===== src/rtl/uirq_pkg.sv =====
package uirq_pkg;

  localparam int BUS_SRC  = 7;
  localparam int EP0_SRC  = 2;
  localparam int RSV_SLOT = BUS_SRC;
  localparam int SLOT_CNT = BUS_SRC + 1 + EP0_SRC;
  localparam int SLOT_W   = $clog2(SLOT_CNT);

  // lowest-numbered set bit is the most urgent slot
  function automatic logic [SLOT_W-1:0] top_slot(input logic [SLOT_CNT-1:0] p);
    logic [SLOT_W-1:0] s;
    s = '0;
    for (int i = SLOT_CNT - 1; i >= 0; i--) begin
      if (p[i]) s = SLOT_W'(i);
    end
    return s;
  endfunction

  // vector address arithmetic: base plus step per slot
  function automatic int unsigned slot_addr(input int unsigned base,
                                            input int unsigned step,
                                            input int unsigned slot);
    return base + step * slot;
  endfunction

endpackage


===== src/rtl/uirq_src_bank.sv =====
module uirq_src_bank #(
  parameter int W = 7
) (
  input  logic         clk,
  input  logic         rst_n,
  input  logic [W-1:0] set_i,
  input  logic         en_wr_i,
  input  logic         req_clr_i,
  input  logic [W-1:0] wdata_i,
  output logic [W-1:0] en_o,
  output logic [W-1:0] req_o,
  output logic [W-1:0] pend_o
);

  logic [W-1:0] en_q;
  logic [W-1:0] req_q;
  logic [W-1:0] clr_w;
  logic [W-1:0] req_nxt;

  assign clr_w   = req_clr_i ? wdata_i : '0;
  assign req_nxt = (req_q & ~clr_w) | set_i;

  always_ff @(posedge clk or negedge rst_n) begin
    if (!rst_n) begin
      en_q  <= '0;
      req_q <= '0;
    end else begin
      if (en_wr_i) en_q <= wdata_i;
      req_q <= req_nxt;
    end
  end

  assign en_o   = en_q;
  assign req_o  = req_q;
  assign pend_o = req_q & en_q;

  // every strobed bit is latched, whatever the clear asked for
  assert_set_wins_R4: assert property (@(posedge clk) disable iff (!rst_n)
    (set_i != '0) |=> ((req_q & $past(set_i)) == $past(set_i)));

  // bits cleared without a competing strobe end up low
  assert_w1c_clears_R3: assert property (@(posedge clk) disable iff (!rst_n)
    (req_clr_i && ((wdata_i & ~set_i) != '0)) |=> ((req_q & $past(wdata_i & ~set_i)) == '0));

  // bits not written as one and not strobed keep their value
  assert_w1c_keeps_R3: assert property (@(posedge clk) disable iff (!rst_n)
    req_clr_i |=> ((req_q & ~$past(wdata_i)) == ($past(req_q) & ~$past(wdata_i) | $past(set_i) & ~$past(wdata_i))));

endmodule


===== src/rtl/uirq_vec_enc.sv =====
module uirq_vec_enc
  import uirq_pkg::*;
#(
  parameter int          VEC_W    = 12,
  parameter int unsigned VEC_BASE = 32'h500,
  parameter int unsigned VEC_STEP = 4
) (
  input  logic                clk,
  input  logic                rst_n,
  input  logic [SLOT_CNT-1:0] pend_i,
  output logic                any_o,
  output logic [VEC_W-1:0]    vec_o
);

  localparam logic [SLOT_CNT-1:0] RSV_MASK = SLOT_CNT'(1) << RSV_SLOT;

  logic [SLOT_CNT-1:0] eff_w;
  logic [SLOT_W-1:0]   slot_w;
  logic [SLOT_CNT-1:0] above_w;

  assign eff_w  = pend_i & ~RSV_MASK;
  assign any_o  = |eff_w;
  assign slot_w = top_slot(eff_w);
  assign vec_o  = VEC_W'(slot_addr(VEC_BASE, VEC_STEP, 32'(slot_w)));

  // slots more urgent than the chosen one
  assign above_w = (SLOT_CNT'(1) << slot_w) - SLOT_CNT'(1);

  assert_slot_pending_R6: assert property (@(posedge clk) disable iff (!rst_n)
    any_o |-> eff_w[slot_w]);

  assert_slot_highest_R6: assert property (@(posedge clk) disable iff (!rst_n)
    any_o |-> ((pend_i & above_w) == '0));

endmodule


===== src/rtl/uirq_vec_top.sv =====
module uirq_vec_top
  import uirq_pkg::*;
#(
  parameter int          ADDR_W   = 4,
  parameter int          DATA_W   = 8,
  parameter int          VEC_W    = 12,
  parameter int unsigned VEC_BASE = 32'h500,
  parameter int unsigned VEC_STEP = 4
) (
  input  logic              clk,
  input  logic              rst_n,
  input  logic              ev_setup_data_i,
  input  logic              ev_sof_i,
  input  logic              ev_setup_tok_i,
  input  logic              ev_suspend_i,
  input  logic              ev_bus_reset_i,
  input  logic              ev_hispeed_i,
  input  logic              ev_ctl_ack_i,
  input  logic              ev_ep0_in_i,
  input  logic              ev_ep0_out_i,
  input  logic              reg_wr_i,
  input  logic [ADDR_W-1:0] reg_addr_i,
  input  logic [DATA_W-1:0] reg_wdata_i,
  output logic [DATA_W-1:0] reg_rdata_o,
  output logic              irq_o,
  output logic [VEC_W-1:0]  vec_o
);

  localparam logic [ADDR_W-1:0] A_BUS_EN  = ADDR_W'(0);
  localparam logic [ADDR_W-1:0] A_BUS_REQ = ADDR_W'(1);
  localparam logic [ADDR_W-1:0] A_EP0_EN  = ADDR_W'(2);
  localparam logic [ADDR_W-1:0] A_EP0_REQ = ADDR_W'(3);
  localparam logic [VEC_W-1:0]  RST_VEC   = VEC_W'(VEC_BASE);
  localparam logic [VEC_W-1:0]  RSV_VEC   = VEC_W'(slot_addr(VEC_BASE, VEC_STEP, RSV_SLOT));

  logic [BUS_SRC-1:0]  bus_set_w, bus_en_w, bus_req_w, bus_pend_w;
  logic [EP0_SRC-1:0]  ep0_set_w, ep0_en_w, ep0_req_w, ep0_pend_w;
  logic [SLOT_CNT-1:0] slots_w;
  logic                any_w;
  logic [VEC_W-1:0]    vec_comb_w;
  logic [VEC_W-1:0]    last_q;
  logic                unused_wdata;

  assign bus_set_w = {ev_ctl_ack_i, ev_hispeed_i, ev_bus_reset_i, ev_suspend_i,
                      ev_setup_tok_i, ev_sof_i, ev_setup_data_i};
  assign ep0_set_w = {ev_ep0_out_i, ev_ep0_in_i};
  assign unused_wdata = ^reg_wdata_i[DATA_W-1:BUS_SRC];

  uirq_src_bank #(.W(BUS_SRC)) u_bus (
    .clk       (clk),
    .rst_n     (rst_n),
    .set_i     (bus_set_w),
    .en_wr_i   (reg_wr_i && reg_addr_i == A_BUS_EN),
    .req_clr_i (reg_wr_i && reg_addr_i == A_BUS_REQ),
    .wdata_i   (reg_wdata_i[BUS_SRC-1:0]),
    .en_o      (bus_en_w),
    .req_o     (bus_req_w),
    .pend_o    (bus_pend_w)
  );

  uirq_src_bank #(.W(EP0_SRC)) u_ep0 (
    .clk       (clk),
    .rst_n     (rst_n),
    .set_i     (ep0_set_w),
    .en_wr_i   (reg_wr_i && reg_addr_i == A_EP0_EN),
    .req_clr_i (reg_wr_i && reg_addr_i == A_EP0_REQ),
    .wdata_i   (reg_wdata_i[EP0_SRC-1:0]),
    .en_o      (ep0_en_w),
    .req_o     (ep0_req_w),
    .pend_o    (ep0_pend_w)
  );

  assign slots_w = {ep0_pend_w, 1'b0, bus_pend_w};

  uirq_vec_enc #(
    .VEC_W    (VEC_W),
    .VEC_BASE (VEC_BASE),
    .VEC_STEP (VEC_STEP)
  ) u_enc (
    .clk    (clk),
    .rst_n  (rst_n),
    .pend_i (slots_w),
    .any_o  (any_w),
    .vec_o  (vec_comb_w)
  );

  always_ff @(posedge clk or negedge rst_n) begin
    if (!rst_n)     last_q <= RST_VEC;
    else if (any_w) last_q <= vec_comb_w;
  end

  assign vec_o = any_w ? vec_comb_w : last_q;
  assign irq_o = any_w;

  always_comb begin
    reg_rdata_o = '0;
    unique case (reg_addr_i)
      A_BUS_EN:  reg_rdata_o = DATA_W'(bus_en_w);
      A_BUS_REQ: reg_rdata_o = DATA_W'(bus_req_w);
      A_EP0_EN:  reg_rdata_o = DATA_W'(ep0_en_w);
      A_EP0_REQ: reg_rdata_o = DATA_W'(ep0_req_w);
      default:   reg_rdata_o = '0;
    endcase
  end

  assert_no_rsv_vec_R7: assert property (@(posedge clk) disable iff (!rst_n)
    vec_o != RSV_VEC);

  assert_vec_hold_R8: assert property (@(posedge clk) disable iff (!rst_n)
    !irq_o |-> (vec_o == $past(vec_o)));

  assert_irq_follows_req_R5: assert property (@(posedge clk) disable iff (!rst_n)
    ((bus_req_w & bus_en_w) == '0 && (ep0_req_w & ep0_en_w) == '0) |-> !irq_o);

endmodule


===== config.mk =====
export PLATFORM = sky130hd
export DESIGN_NAME = uirq_vec_top
export DESIGN_NICKNAME = d
export VERILOG_FILES = /design/src/rtl/uirq_pkg.sv /design/src/rtl/uirq_src_bank.sv /design/src/rtl/uirq_vec_enc.sv /design/src/rtl/uirq_vec_top.sv
export SDC_FILE = /design/constraint.sdc
export NUM_CORES = 1
export LEC_CHECK = 0
export BUFFER_PORTS_ARGS = -buffer_cell sky130_fd_sc_hd__clkbuf_2
export CORE_MARGIN = 2
export CORE_UTILIZATION = 33
export CTS_CLUSTER_DIAMETER = 100
export DETAILED_ROUTE_END_ITERATION = 7
export PLACE_DENSITY = 0.55
export SYNTH_ARGS = -nofsm -noshare
export SYNTH_HDL_FRONTEND = slang
export SYNTH_SLANG_ARGS = --single-unit
export TNS_END_PERCENT = 100

===== constraint.sdc =====
create_clock -name clk -period 1.7 [get_ports clk]
set_clock_uncertainty 0.2 [all_clocks]
set_input_delay 0.34 -clock clk [delete_from_list [all_inputs] [get_ports clk]]
set_output_delay 0.34 -clock clk [all_outputs]
set_load 0.02 [all_outputs]

# --- Yosys cells after proc, flatten, opt, wreduce, memory -nomap -nowiden ---
# Cells that the tools add are included.
classes:
  n_bitwise: 8
  muxes: 13
  eq_ne: 3
  n_addsub: 1
  n_reduce_logical: 6
op_table:
  columns: ["operator", "n"]
  rows:
  - ["$mux W4", 9]
  - ["$pmux W7 S4", 1]
  - ["$and A7 B7 Y7", 2]
  - ["$add A11 B6 Y12 const A", 1]
  - ["$mux W12", 1]
  - ["$reduce_or A9 Y1", 1]
  - ["$eq A4 B2 Y1 const B", 2]
  - ["$mux W7", 1]
  - ["$not A7 Y7", 1]
  - ["$or A7 B7 Y7", 1]
  - ["$and A2 B2 Y2", 2]
  - ["$eq A4 B1 Y1 const B", 1]
  - ["$logic_and A1 B1 Y1", 4]
  - ["$logic_not A4 Y1", 1]
  - ["$mux W2", 1]
  - ["$not A2 Y2", 1]
  - ["$or A2 B2 Y2", 1]
totals:
  output_inout_bits: 21
  register_bits: 30

# --- Longest topological paths before layout ---
# Gate-level depths: netlist of run 1.
logic_depth:
  word_depth: 12
  depth_mapped: 5
  mapped_depth_nobuf: 4

# --- Modules after synthesis ---
# Synthesis of run 1 repeated with hierarchy kept, for this count alone.
unflattened:
  hier_cells: 132
  hier_area_um2: 1569.0
by_module_without_submodules:
  columns: ["mod", "area_each_um2", "n_inst", "cells_each"]
  rows:
  - ["uirq_vec_top", 653.1, 1, 53]
  - ["uirq_src_bank at u_bus", 589.3, 1, 43]
  - ["uirq_src_bank at u_ep0", 165.2, 1, 12]
  - ["uirq_vec_enc", 161.4, 1, 24]

# --- Worst setup path after synthesis of run 1 ---
# No wires, ideal clock.
synth_timing:
  path_kind: "register to output"
  start: "register u_bus.en_q[4], in the netlist u_bus.en_o[4]"
  end: "output vec_o[5]"
  required_ns: 1.160
  setup_slack_ns: -0.461
  arrival_ns: 1.621
  path_buffers: 1
  path_stages_with_launch: 5
  path_cell_list: "dfrtp_1 a222oi_1 and3_1 buf_2 a21boi_0"
synth_between:
  elab_chain_cells: 8
synth_rtl:
  columns: ["item", "line", "text"]
  rows:
  - ["from (decl)", "uirq_src_bank.sv:15", "logic [W-1:0] en_q;"]
  - ["from (signal assigned)", "uirq_src_bank.sv:28", "if (en_wr_i) en_q <= wdata_i;"]
  - ["$and A7 B7 Y7 *", "uirq_src_bank.sv:35", "assign pend_o = req_q & en_q;"]
  - ["$mux W4 (5 in series)", "uirq_pkg.sv:14", "if (p[i]) s = SLOT_W'(i);"]
  - ["$add A11 B6 Y12", "uirq_pkg.sv:23", "return base + step * slot;"]
  - ["$mux W12 *", "uirq_vec_top.sv:92", "assign vec_o = any_w ? vec_comb_w : last_q;"]
  - ["to (decl)", "uirq_vec_top.sv:26", "output logic [VEC_W-1:0] vec_o"]
# Every way passes the cells marked *; elsewhere a longest branch is shown, timed or not.

# --- Final worst setup path of run 1 ---
layout_timing:
  start: "register u_bus.req_q[4], in the netlist u_bus.req_o[4]"
  end: "output vec_o[5]"
layout_between:
  elab_chain_cells: 8
layout_rtl:
  columns: ["item", "line", "text"]
  rows:
  - ["from (decl)", "uirq_src_bank.sv:16", "logic [W-1:0] req_q;"]
  - ["from (signal assigned)", "uirq_src_bank.sv:29", "req_q <= req_nxt;"]
  - ["$and A7 B7 Y7 *", "uirq_src_bank.sv:35", null]
  - ["$mux W4 (5 in series)", "uirq_pkg.sv:14", null]
  - ["$add A11 B6 Y12", "uirq_pkg.sv:23", null]
  - ["$mux W12 *", "uirq_vec_top.sv:92", null]
# Marked as above.

==> reports/qor.yml, run 1 <==
dp_hpwl_um: 2720
synth-main-ff-cell: "dfrtp_1"
finalMaxSlewViolations: 0
setup_viol: 27
final.period_utilization: 1.38
clkSinkCount: 30
peakVddDrop_mv: 0.691
grt_util_all_layers: 0.175
insertion_delay_ns: 0.28
path_class: "reg2out"
routed_wl_um: 3890
synthMuxAreaShare: 0.141
wl_per_cell_um: 15.3
synth-async-reset-ratio: 1.00
finalWeightedCongestion: 0.783
multiInputGateArea_um2: 811
whs_ns: 0.0364
synth_top_area_frac: 0.503
arrival_ns: 1.80
grt_pass1_wl_um: 5930
synth.most_common_cell: "dfrtp_1"
via_per_inst: 4.94
synth_top_family_by_area: "simple AND/OR/NAND/NOR gates"
first_pass_iters: 4
cts_max_path_buffers: 2
n_fill_cell: 317
detail-route-antenna-nets: 0
clkPwrFrac: 0.312
syn_area_um2: 1390
syn_inst: 116
power_density_nw_per_um2: 930
ys_seq_elements: 30
cts_made_buffers: 5
crit_required_ns: 1.16
antenna_found_initial: 0
start_util: 0.346
register_area_um2: 753
syn_avg_cell_area_um2: 12.0
synth.area.top_cells: "dfrtp_1, mux2_2, a21o_1"
layout_min_cycle_time_ns: 2.34
h-tree-depth: 2
ios: 45
power_switching_uw: 649
drive_gt1_frac: 0.657
finalHoldViolations: 0
final_cell_count_no_fill: 254
syn_to_final_growth_pct: 81.8
num_rows: 23
core_um2: 4030
drt_iter0_drc: 34
die_x_um: 69.0
portBuffers: 42
drc: 0
p_sw_frac: 0.276
power.leakage_uw: 0.00110
synth-edff-count: 0
cp_max_fo: 7
num_antenna_cells: 0
design_area_um2: 2530
synth-seq-area-share: 0.541
synth_compound_area_frac: 0.105
chipHeight_um: 69.0
cts_tree: "built"
clk_pin_slew_ns: 0.07
nets: 227
placed_cell_area_um2: 1970
grt_max_degree: 31
grt_overflow: 0
synth_common_cells: "dfrtp_1, nand2_1, a21o_1, mux2_2, and3_1"
dieArea_um2: 4760
clock.fmax_mhz: 427
synthXorXnorAreaFrac: 0
grt_pass1_vias: 1285
end_kind: "output port"
violations: "negative setup slack"
synth_adder_area_share: 0
outcome: "complete, but fails checks"
synth-simple-area-share: 0.184
pwr-share-seq: 0.362
synthDominantAreaCellType: "dfrtp_1"
hold_class: "in2reg"
synth.distinct_cells: 29
ys_warn_count: 0
critPathLaunchType: "flip-flop"
cts-root-buf: "clkbuf_8"
setup_ws_ns: -0.643
vias: 1255
syn-num-nets: 140
p_int_uw: 1700
max_cap_violations: 0
rsz0062_at_grt: "true"
p_comb_frac: 0.326
place_inst: 239
[kinds of logic (layout without fill, tap and decap cells)]
kind of cell,Yosys count,in the layout
compound gates,19,19
buf+inv,6,94
other cells,1,1
mux,16,16
simple gates,44,44
flops,30,30
[placed cells by master, fill, tap and decap left out, drive strengths merged]
cell type	synthesis	routed
buf	4	64
dfrtp	28	28
clkbuf	0	26
nand2	15	15
a21o	9	9
mux2	9	9
and3	7	7
nor2	6	6
nand4	5	5
mux2i	5	5
a22oi	4	4
nor3b	4	4
mux4	2	2
inv	2	2
nand2b	2	2
a22o	2	2
dfstp	2	2
or3b	1	1
or3	1	1
a222oi	1	1
and2	1	1
a21boi	1	1
a21oi	1	1
nand3	1	1
a32oi	1	1
nor3	1	1
conb	1	1
bufinv	0	1
dlygate4sd3	0	1
[worst paths after layout]
path                           startpoint        endpoint  slack, ns  cells after the start
setup / recovery           u_bus.req_o[4]        vec_o[5]      -0.64                      5
hold / removal               ev_ctl_ack_i  u_bus.req_o[6]       0.04                      2
setup reg to reg           u_bus.req_o[4]       last_q[5]      -0.09                      5
hold reg to reg                 last_q[3]       last_q[3]       0.32                      1
max in group asynchronous           rst_n       last_q[8]       0.57                      3
min in group asynchronous           rst_n      last_q[11]       0.41                      3
[cell type report]
cell class              instances  share of cell area
multi-input cells              80               0.320
inverters                       2             0.00297
well taps                      50              0.0247
clock buffers                   7              0.0341
flip-flops and latches         30               0.298
clock inverters                 1              0.0119
repair buffers                 84               0.308
[sequential cells by signal (all words and copies together) (netlist names)]
signal	flops
u_ep0.en_o	2
last_q	12
u_bus.en_o	7
u_bus.req_o	7
u_ep0.req_o	2
[worst max-delay path, cell delays in order (launching register included)]
cell,delay (ns)
dfrtp_1,0.39
a222oi_1,0.42
and3_1,0.26
buf_6,0.13
a21boi_4,0.20
buf_8,0.13
[stage by stage]
| stage | worst slack [ns] | utilization | TNS, ns | total power (µW) |
|---|---|---|---|---|
| final | -0.643 | 0.628 | -9.04 | 2350 |
| after global routing | -0.715 | 0.628 | -10.64 | 2470 |
| after CTS | -0.654 | 0.593 | -8.99 | 2290 |
| after detailed placement | -0.355 | 0.489 | -6.44 | 1400 |
| after global placement | -0.311 | 0.489 | -5.70 | 1390 |
| after floorplan | -0.222 | - | -2.21 | 1140 |
[routing by layer]
| layer | vias to the layer above | track usage | share of wire |
|---|---|---|---|
| met5 | - | 0 | 0 |
| met4 | 0 | 0.0711 | 0.016 |
| met3 | 9 | 0.0503 | 0.045 |
| met2 | 40 | 0.303 | 0.53 |
| met1 | 613 | 0.203 | 0.41 |
| li1 | 593 | - | - |
[power groups by stage]
stage / clock [µW] / combinational [µW] / sequential, µW
finish: 733 / 768 / 852
CTS: 754 / 682 / 850
detailed placement: 0 / 552 / 851
floorplan: 0 / 287 / 852
global route: 789 / 822 / 858
global placement: 0 / 542 / 847
[timing repair]
action	in CTS	in global routing
pin swaps	12	13
buffers inserted	5	10
hold endpoints to repair	28	0
resized for setup	58	51
gates cloned	0	0
setup endpoints to repair	24	25
hold buffers	1	0
Note: power is estimated with default switching activity, not from simulation.
==> inputs of run 2 (changes only) <==
--- a/config.mk
+++ b/config.mk
@@ -10,6 +10,7 @@
 export CORE_UTILIZATION = 33
 export CTS_CLUSTER_DIAMETER = 100
 export DETAILED_ROUTE_END_ITERATION = 7
+export MAX_ROUTING_LAYER = met4
 export PLACE_DENSITY = 0.55
 export SYNTH_ARGS = -nofsm -noshare
 export SYNTH_HDL_FRONTEND = slang
==> constraint.sdc (replaced) <==
create_clock -name clk -period 2.1 [get_ports clk]
set_clock_uncertainty 0.2 [all_clocks]
set_input_delay 0.42 -clock clk [delete_from_list [all_inputs] [get_ports clk]]
set_output_delay 0.42 -clock clk [all_outputs]
set_load 0.01 [all_outputs]
==> run 2 against run 1 <==
Against the previous run: routed wire length is 9.0% lower; global-route usage is 0.48 points lower; worst setup slack better by 0.27 ns; count of clock-buffer cells in the layout is 1 higher; clock power is 27% lower; the run ends with negative hold slack, negative setup slack left; worst hold slack worse by 0.040 ns; highest routed layer unchanged; critical path type unchanged.
==> reports/qor.yml, run 2 (synthesis gave the netlist of run 1 again) <==
outcome: "complete, but fails checks"
violations: "negative hold slack, negative setup slack"
finalHoldViolations: 8  # +8
max_stage_delay_ns: 0.39  # -0.03 ns
max_slew_margin: 0.501
clock.fmax_mhz: 405
setup_viol: 14  # -48%
end_kind: "output port"
rsz0062_at_grt: "true"
insertion_delay_ns: 0.28  # about the same
num_antenna_cells: 0  # unchanged
fin_util: 0.509  # -0.119
drc: 0  # unchanged
critPathTopFamily: "compound AO/OA/AOI/OAI gates"
largest_reg_flops: 12  # unchanged
syn_to_final_growth_pct: 47.3
cts_max_path_buffers: 2  # unchanged
slowest_stage: "dfrtp_1"
arrival_ns: 1.85  # +0.05 ns
final.period_utilization: 1.18
core_um2: 4030  # unchanged
dieArea_um2: 4760  # unchanged
detail-route-antenna-nets: 0  # unchanged
peakVddDrop_mv: 0.359  # -48%
whs_ns: -0.00340  # -0.0398 ns
cp_max_fo: 5  # -2
cts_tree: "built"
crit_buf_inv: 2  # unchanged
cts-root-buf: "clkbuf_8"
drt_iter0_drc: 43  # +26%
final_common_cell: "clkbuf_2"
num_rows: 23  # unchanged
clk_pin_slew_ns: 0.06  # about the same
path_cells: "a222oi_1, buf_4, and3_4, and2_4, a22o_1, buf_2"
multiInputGateArea_um2: 672  # -17%
n_fill_cell: 381  # +20%
register_area_um2: 753  # unchanged
cts_made_buffers: 5  # unchanged
vias: 1173  # -6.5%
portBuffers: 42  # unchanged
first_pass_iters: 4  # unchanged
critPathLaunchType: "flip-flop"
h-tree-depth: 2  # unchanged
hold_class: "in2async"
grt_max_degree: 31  # unchanged
finalWeightedCongestion: 0.834  # +6.6%
grt_util_all_layers: 0.170  # -0.00476
via_per_inst: 4.91  # -0.67%
chipHeight_um: 69.0  # unchanged
start_util: 0.346  # unchanged
ios: 45  # unchanged
setup_ws_ns: -0.371  # +0.272 ns
power_density_nw_per_um2: 801  # -14%
path_class: "reg2out"
wl_per_cell_um: 14.8  # -3.3%
worstMarginPinSlew_ns: 0.749
clkSinkCount: 30  # unchanged
drive_gt1_frac: 0.571  # -0.0854
grt_overflow: 0  # unchanged
grt_pass1_wl_um: 5480  # -7.7%
power.leakage_uw: 0.000953  # -14%
cts_hold_buf: 0  # -1
max_cap_violations: 0  # unchanged
layout_min_cycle_time_ns: 2.47
nets: 212  # -6.6%
crit_required_ns: 1.48  # +0.32 ns
routed_wl_um: 3540  # -9.0%
grt_pass1_vias: 1142  # -11%
final_cell_mix: "clkbuf_2, dfrtp_1, buf_4"
antenna_found_initial: 0  # unchanged
dp_hpwl_um: 2580  # -5.2%
finalMaxSlewViolations: 0  # unchanged
die_x_um: 69.0  # unchanged
largest-register: "last_q"
run 2: cell count changes in the layout (fill, tap and decap cells not counted), moves of 3 or more:
cell,change
buf_8,-17
clkbuf_2,+15
buf_6,-10
mux2i_1,+5
mux2i_4,-5
nor2_1,+5
nor2_4,-5
buf_4,-3
run 2: metal layers:
| metal | GRT usage | wire [µm] | part of all wire |
|---|---|---|---|
| met5 | - | 0 | 0 |
| met4 | 0.0588 | 38 | 0.011 |
| met3 | 0.0649 | 140 | 0.040 |
| met2 | 0.269 | 1830 | 0.52 |
| met1 | 0.199 | 1530 | 0.43 |
run 2: worst paths after layout:
path	start	end	slack [ns]	cells after the start
worst max-delay path	u_bus.en_o[4]	vec_o[2]	-0.37	6
worst min-delay path	rst_n	u_bus.en_o[4]	-0.003	1
worst max register to register	u_bus.en_o[4]	last_q[2]	0.30	6
worst min register to register	last_q[10]	last_q[10]	0.30	1
max in group asynchronous	rst_n	u_bus.req_o[2]	1.23	1
min in group clk	ev_ep0_in_i	u_ep0.req_o[0]	0.11	2
run 2: worst reg2reg max path: stages, from the launching register on:
cell and delay, ns:
dfrtp_1 0.39, a222oi_1 0.35, buf_4 0.18, and3_4 0.20, and2_4 0.17, a22o_1 0.16, buf_4 0.10
run 2: final cells by class:
type / count / share of cell area
clock buffer: 8 / 0.0537
inverter: 2 / 0.00366
tap: 50 / 0.0305
timing repair buffer: 69 / 0.217
multi-input combinational: 80 / 0.328
sequential: 30 / 0.367
run 2: metrics by stage:
stage | std cells | setup TNS, ns | total power, µW | area (µm²) | setup WS, ns
finish | 239 | -4.01 | 1640 | 2050 | -0.371
global route | 239 | -5.46 | 1740 | 2050 | -0.474
CTS | 236 | -3.61 | 1630 | 1990 | -0.335
detailed placement | 223 | -0.918 | 1040 | 1780 | -0.131
global placement | 223 | -0.457 | 1030 | 1780 | -0.0811
floorplan | 116 | 0 | 869 | 1390 | 0.0691
run 2: timing repair:
item / CTS / global route
setup endpoints to repair: 15 / 16
setup buffers: 9 / 4
resized for setup: 13 / 17
pin swaps: 4 / 3
run 2: power breakdown:
part	switching [µW]	internal [µW]	leakage [µW]
registers	47.0	641	0.000347
clock network	205	330	0.0000575
logic	189	230	0.000548
total	441	1200	0.000953
==> inputs of run 3 (changes only) <==
--- a/config.mk
+++ b/config.mk
@@ -5,6 +5,7 @@
 export SDC_FILE = /design/constraint.sdc
 export NUM_CORES = 1
 export LEC_CHECK = 0
+export ABC_AREA = 1
 export BUFFER_PORTS_ARGS = -buffer_cell sky130_fd_sc_hd__clkbuf_2
 export CORE_MARGIN = 2
 export CORE_UTILIZATION = 33
@@ -12,6 +13,7 @@
 export DETAILED_ROUTE_END_ITERATION = 7
 export MAX_ROUTING_LAYER = met4
 export PLACE_DENSITY = 0.55
+export SKIP_CTS_REPAIR_TIMING = 1
 export SYNTH_ARGS = -nofsm -noshare
 export SYNTH_HDL_FRONTEND = slang
 export SYNTH_SLANG_ARGS = --single-unit
==> run 3 against run 2 <==
Against the previous run: cell count increased by 14%; flip-flop and latch count unchanged; register-to-register slack improved by 0.21 ns; worst hold slack improved by 0.12 ns; maximum frequency increased by 7.0%; total power decreased by 9.1%; design area decreased by 6.5%; utilization decreased by 3.3 points; sequential power decreased by 2%; routed wire length decreased by 15%; the flow finishes with violations (negative setup slack); highest routed layer unchanged.
==> reports/qor.yml, run 3 <==
layout_min_cycle_time_ns: 2.31  # -0.162 ns
finalMaxSlewViolations: 0  # unchanged
clock.fmax_mhz: 433  # +7.0%
finalWeightedCongestion: 0.718  # -14%
power_density_nw_per_um2: 779  # -2.8%
max_cap_violations: 0  # unchanged
worst-r2r-cell-count: 8  # +2
synth.distinct_cells: 22  # -24%
p_sw_frac: 0.297  # +0.0281
hold_end: "u_bus.req_o[3]"
syn_area_um2: 1390  # about the same
synth.most_common_cell: "nand2_1"
critPathLaunchType: "flip-flop"
num_antenna_cells: 0  # unchanged
synth-seq-area-share: 0.541  # about the same
hold_class: "in2reg"
synth_common_cells: "nand2_1, dfrtp_1, inv_1"
pwr-share-seq: 0.453  # +0.034
h-tree-depth: 2  # unchanged
first_pass_iters: 4  # unchanged
hold_depth: 3
p_int_uw: 1050  # -13%
chipHeight_um: 68.9  # about the same
outcome: "complete, but fails checks"
synth-main-ff-cell: "dfrtp_1"
power.leakage_uw: 0.000975  # +2.3%
final.period_utilization: 1.10  # -0.0772
ios: 45  # unchanged
fin_util: 0.476  # -0.0332
largest-register: "last_q"
rr_endpoint: "last_q[0]"
detail-route-antenna-nets: 0  # unchanged
drive_gt1_frac: 0.423  # -0.148
setup_viol: 11  # -3
arrival_ns: 1.69  # -0.16 ns
start_util: 0.345  # about the same
final_cell_mix: "nand2_1, clkbuf_2, dfrtp_1"
end_kind: "output port"
cts_max_path_buffers: 2  # unchanged
clkSinkCount: 30  # unchanged
synth-edff-count: 0  # unchanged
power_switching_uw: 443  # +0.41%
p_comb_frac: 0.231  # -0.024
cts_made_buffers: 5  # unchanged
n_fill_cell: 412  # +8.1%
syn-num-nets: 185  # +32%
grt_overflow: 0  # unchanged
cp_max_fo: 5  # unchanged
drt_iter0_drc: 44  # +2.3%
clkPwrFrac: 0.316  # -0.010
num_rows: 23  # unchanged
grt_util_all_layers: 0.143  # -0.0271
largest_reg_flops: 12  # unchanged
crit_required_ns: 1.48  # about the same
violations: "negative setup slack"
vias: 1185  # +1.0%
synthDominantAreaCellType: "dfrtp_1"
setup_ws_ns: -0.209  # +0.162 ns
portBuffers: 42  # unchanged
rsz0062_at_grt: "true"
final_common_cell: "nand2_1"
drc: 0  # unchanged
r2r_slack_ns: 0.51  # +0.21 ns
finalHoldViolations: 0  # -8
min_from: "ev_suspend_i"
core_um2: 4030  # unchanged
dp_hpwl_um: 2170  # -16%
die_x_um: 68.9  # about the same
syn_avg_cell_area_um2: 8.64  # -28%
peakVddDrop_mv: 0.414  # +15%
via_per_inst: 4.36  # -11%
finalSetupTns_ns: -1.63  # +2.37 ns
grt_max_degree: 31  # unchanged
grt_pass1_wl_um: 4520  # -18%
nets: 245  # +16%
routed_wl_um: 3020  # -15%
cts_tree: "built"
ys_seq_elements: 30  # unchanged
antenna_found_initial: 0  # unchanged
path_class: "reg2out"
cts-root-buf: "clkbuf_8"
syn_to_final_growth_pct: 37.8
wl_per_cell_um: 11.1  # -25%
insertion_delay_ns: 0.28  # about the same
ys_warn_count: 0  # unchanged
synth.area.top_cells: "dfrtp_1, nand2_1, inv_1"
synth_top_area_frac: 0.504  # about the same
r2r_start: "u_bus.en_o[0]"
grt_pass1_vias: 1008  # -12%
synth-async-reset-ratio: 1.00  # unchanged
dieArea_um2: 4750  # about the same
clk_pin_slew_ns: 0.06  # about the same
syn_inst: 161  # +39%
==> run 3: area by class of cell <==
class	count	area (µm²)	share of cell area
Timing Repair inverter	1	7.51	0.00392
Clock buffer	7	86.3	0.0450
Inverter	26	97.6	0.0509
Tap cell	50	62.6	0.0326
Timing Repair Buffer	54	328	0.171
Clock inverter	1	5.00	0.00261
Sequential cell	30	753	0.393
Multi-Input combinational cell	103	577	0.301
==> run 3: kinds of logic after synthesis <==
| family | count (synthesis) | share of synthesized area |
|---|---|---|
| AO/OA/AOI/OAI | 26 | 0.128 |
| buffers and inverters | 28 | 0.0836 |
| flip-flops | 30 | 0.541 |
| other | 1 | 0.00270 |
| AND/OR/NAND/NOR | 76 | 0.245 |
==> run 3: worst max-delay path, stage by stage (launching register included) <==
cell,delay (ns)
dfrtp_1,0.40
nand2_1,0.09
nand2_1,0.09
nor2_2,0.12
nand2_2,0.09
nor2_4,0.17
inv_2,0.08
or2_4,0.24
buf_6,0.12
==> run 3: per-layer routing <==
| metal | vias to the layer above | part of all wire | track usage |
|---|---|---|---|
| met5 | - | 0 | - |
| met4 | 0 | 0.015 | 0.0588 |
| met3 | 4 | 0.062 | 0.0649 |
| met2 | 39 | 0.49 | 0.234 |
| met1 | 526 | 0.43 | 0.150 |
| li1 | 616 | - | - |
==> run 3: worst max-delay path by stage <==
| stage | startpoint | to | cells after the start |
|---|---|---|---|
| final | u_bus.en_o[0] | vec_o[10] | 8 |
| after global routing | u_bus.req_o[5] | vec_o[10] | 8 |
| after CTS | u_bus.en_o[5] | vec_o[10] | 8 |
| after detailed placement | u_bus.en_o[5] | vec_o[10] | 8 |
| after global placement | u_bus.en_o[5] | vec_o[10] | 8 |
| after floorplan | u_bus.en_o[5] | vec_o[10] | 7 |
==> run 3: power by group through the flow <==
stage                     Sequential (µW)  Combinational, µW  Clock (µW)
after floorplan                       675                185           0
after global placement                683                286           0
after detailed placement              683                290           0
after CTS                             674                290         493
after global routing                  681                388         528
final                                 676                345         472
==> run 3: per-stage QoR <==
| stage | hold slack, ns | instances | worst slack [ns] | cell area (µm²) | total power (µW) |
|---|---|---|---|---|---|
| 2_1_floorplan | -0.0756 | 161 | 0.219 | 1390 | 860 |
| 3_3_place_gp | 0.258 | 256 | 0.0399 | 1700 | 970 |
| 3_5_place_dp | 0.257 | 256 | 0.0102 | 1700 | 974 |
| 4_1_cts | -0.0493 | 264 | -0.301 | 1790 | 1460 |
| 5_1_grt | 0.110 | 272 | -0.317 | 1920 | 1600 |
| 6_report | 0.120 | 272 | -0.209 | 1920 | 1490 |
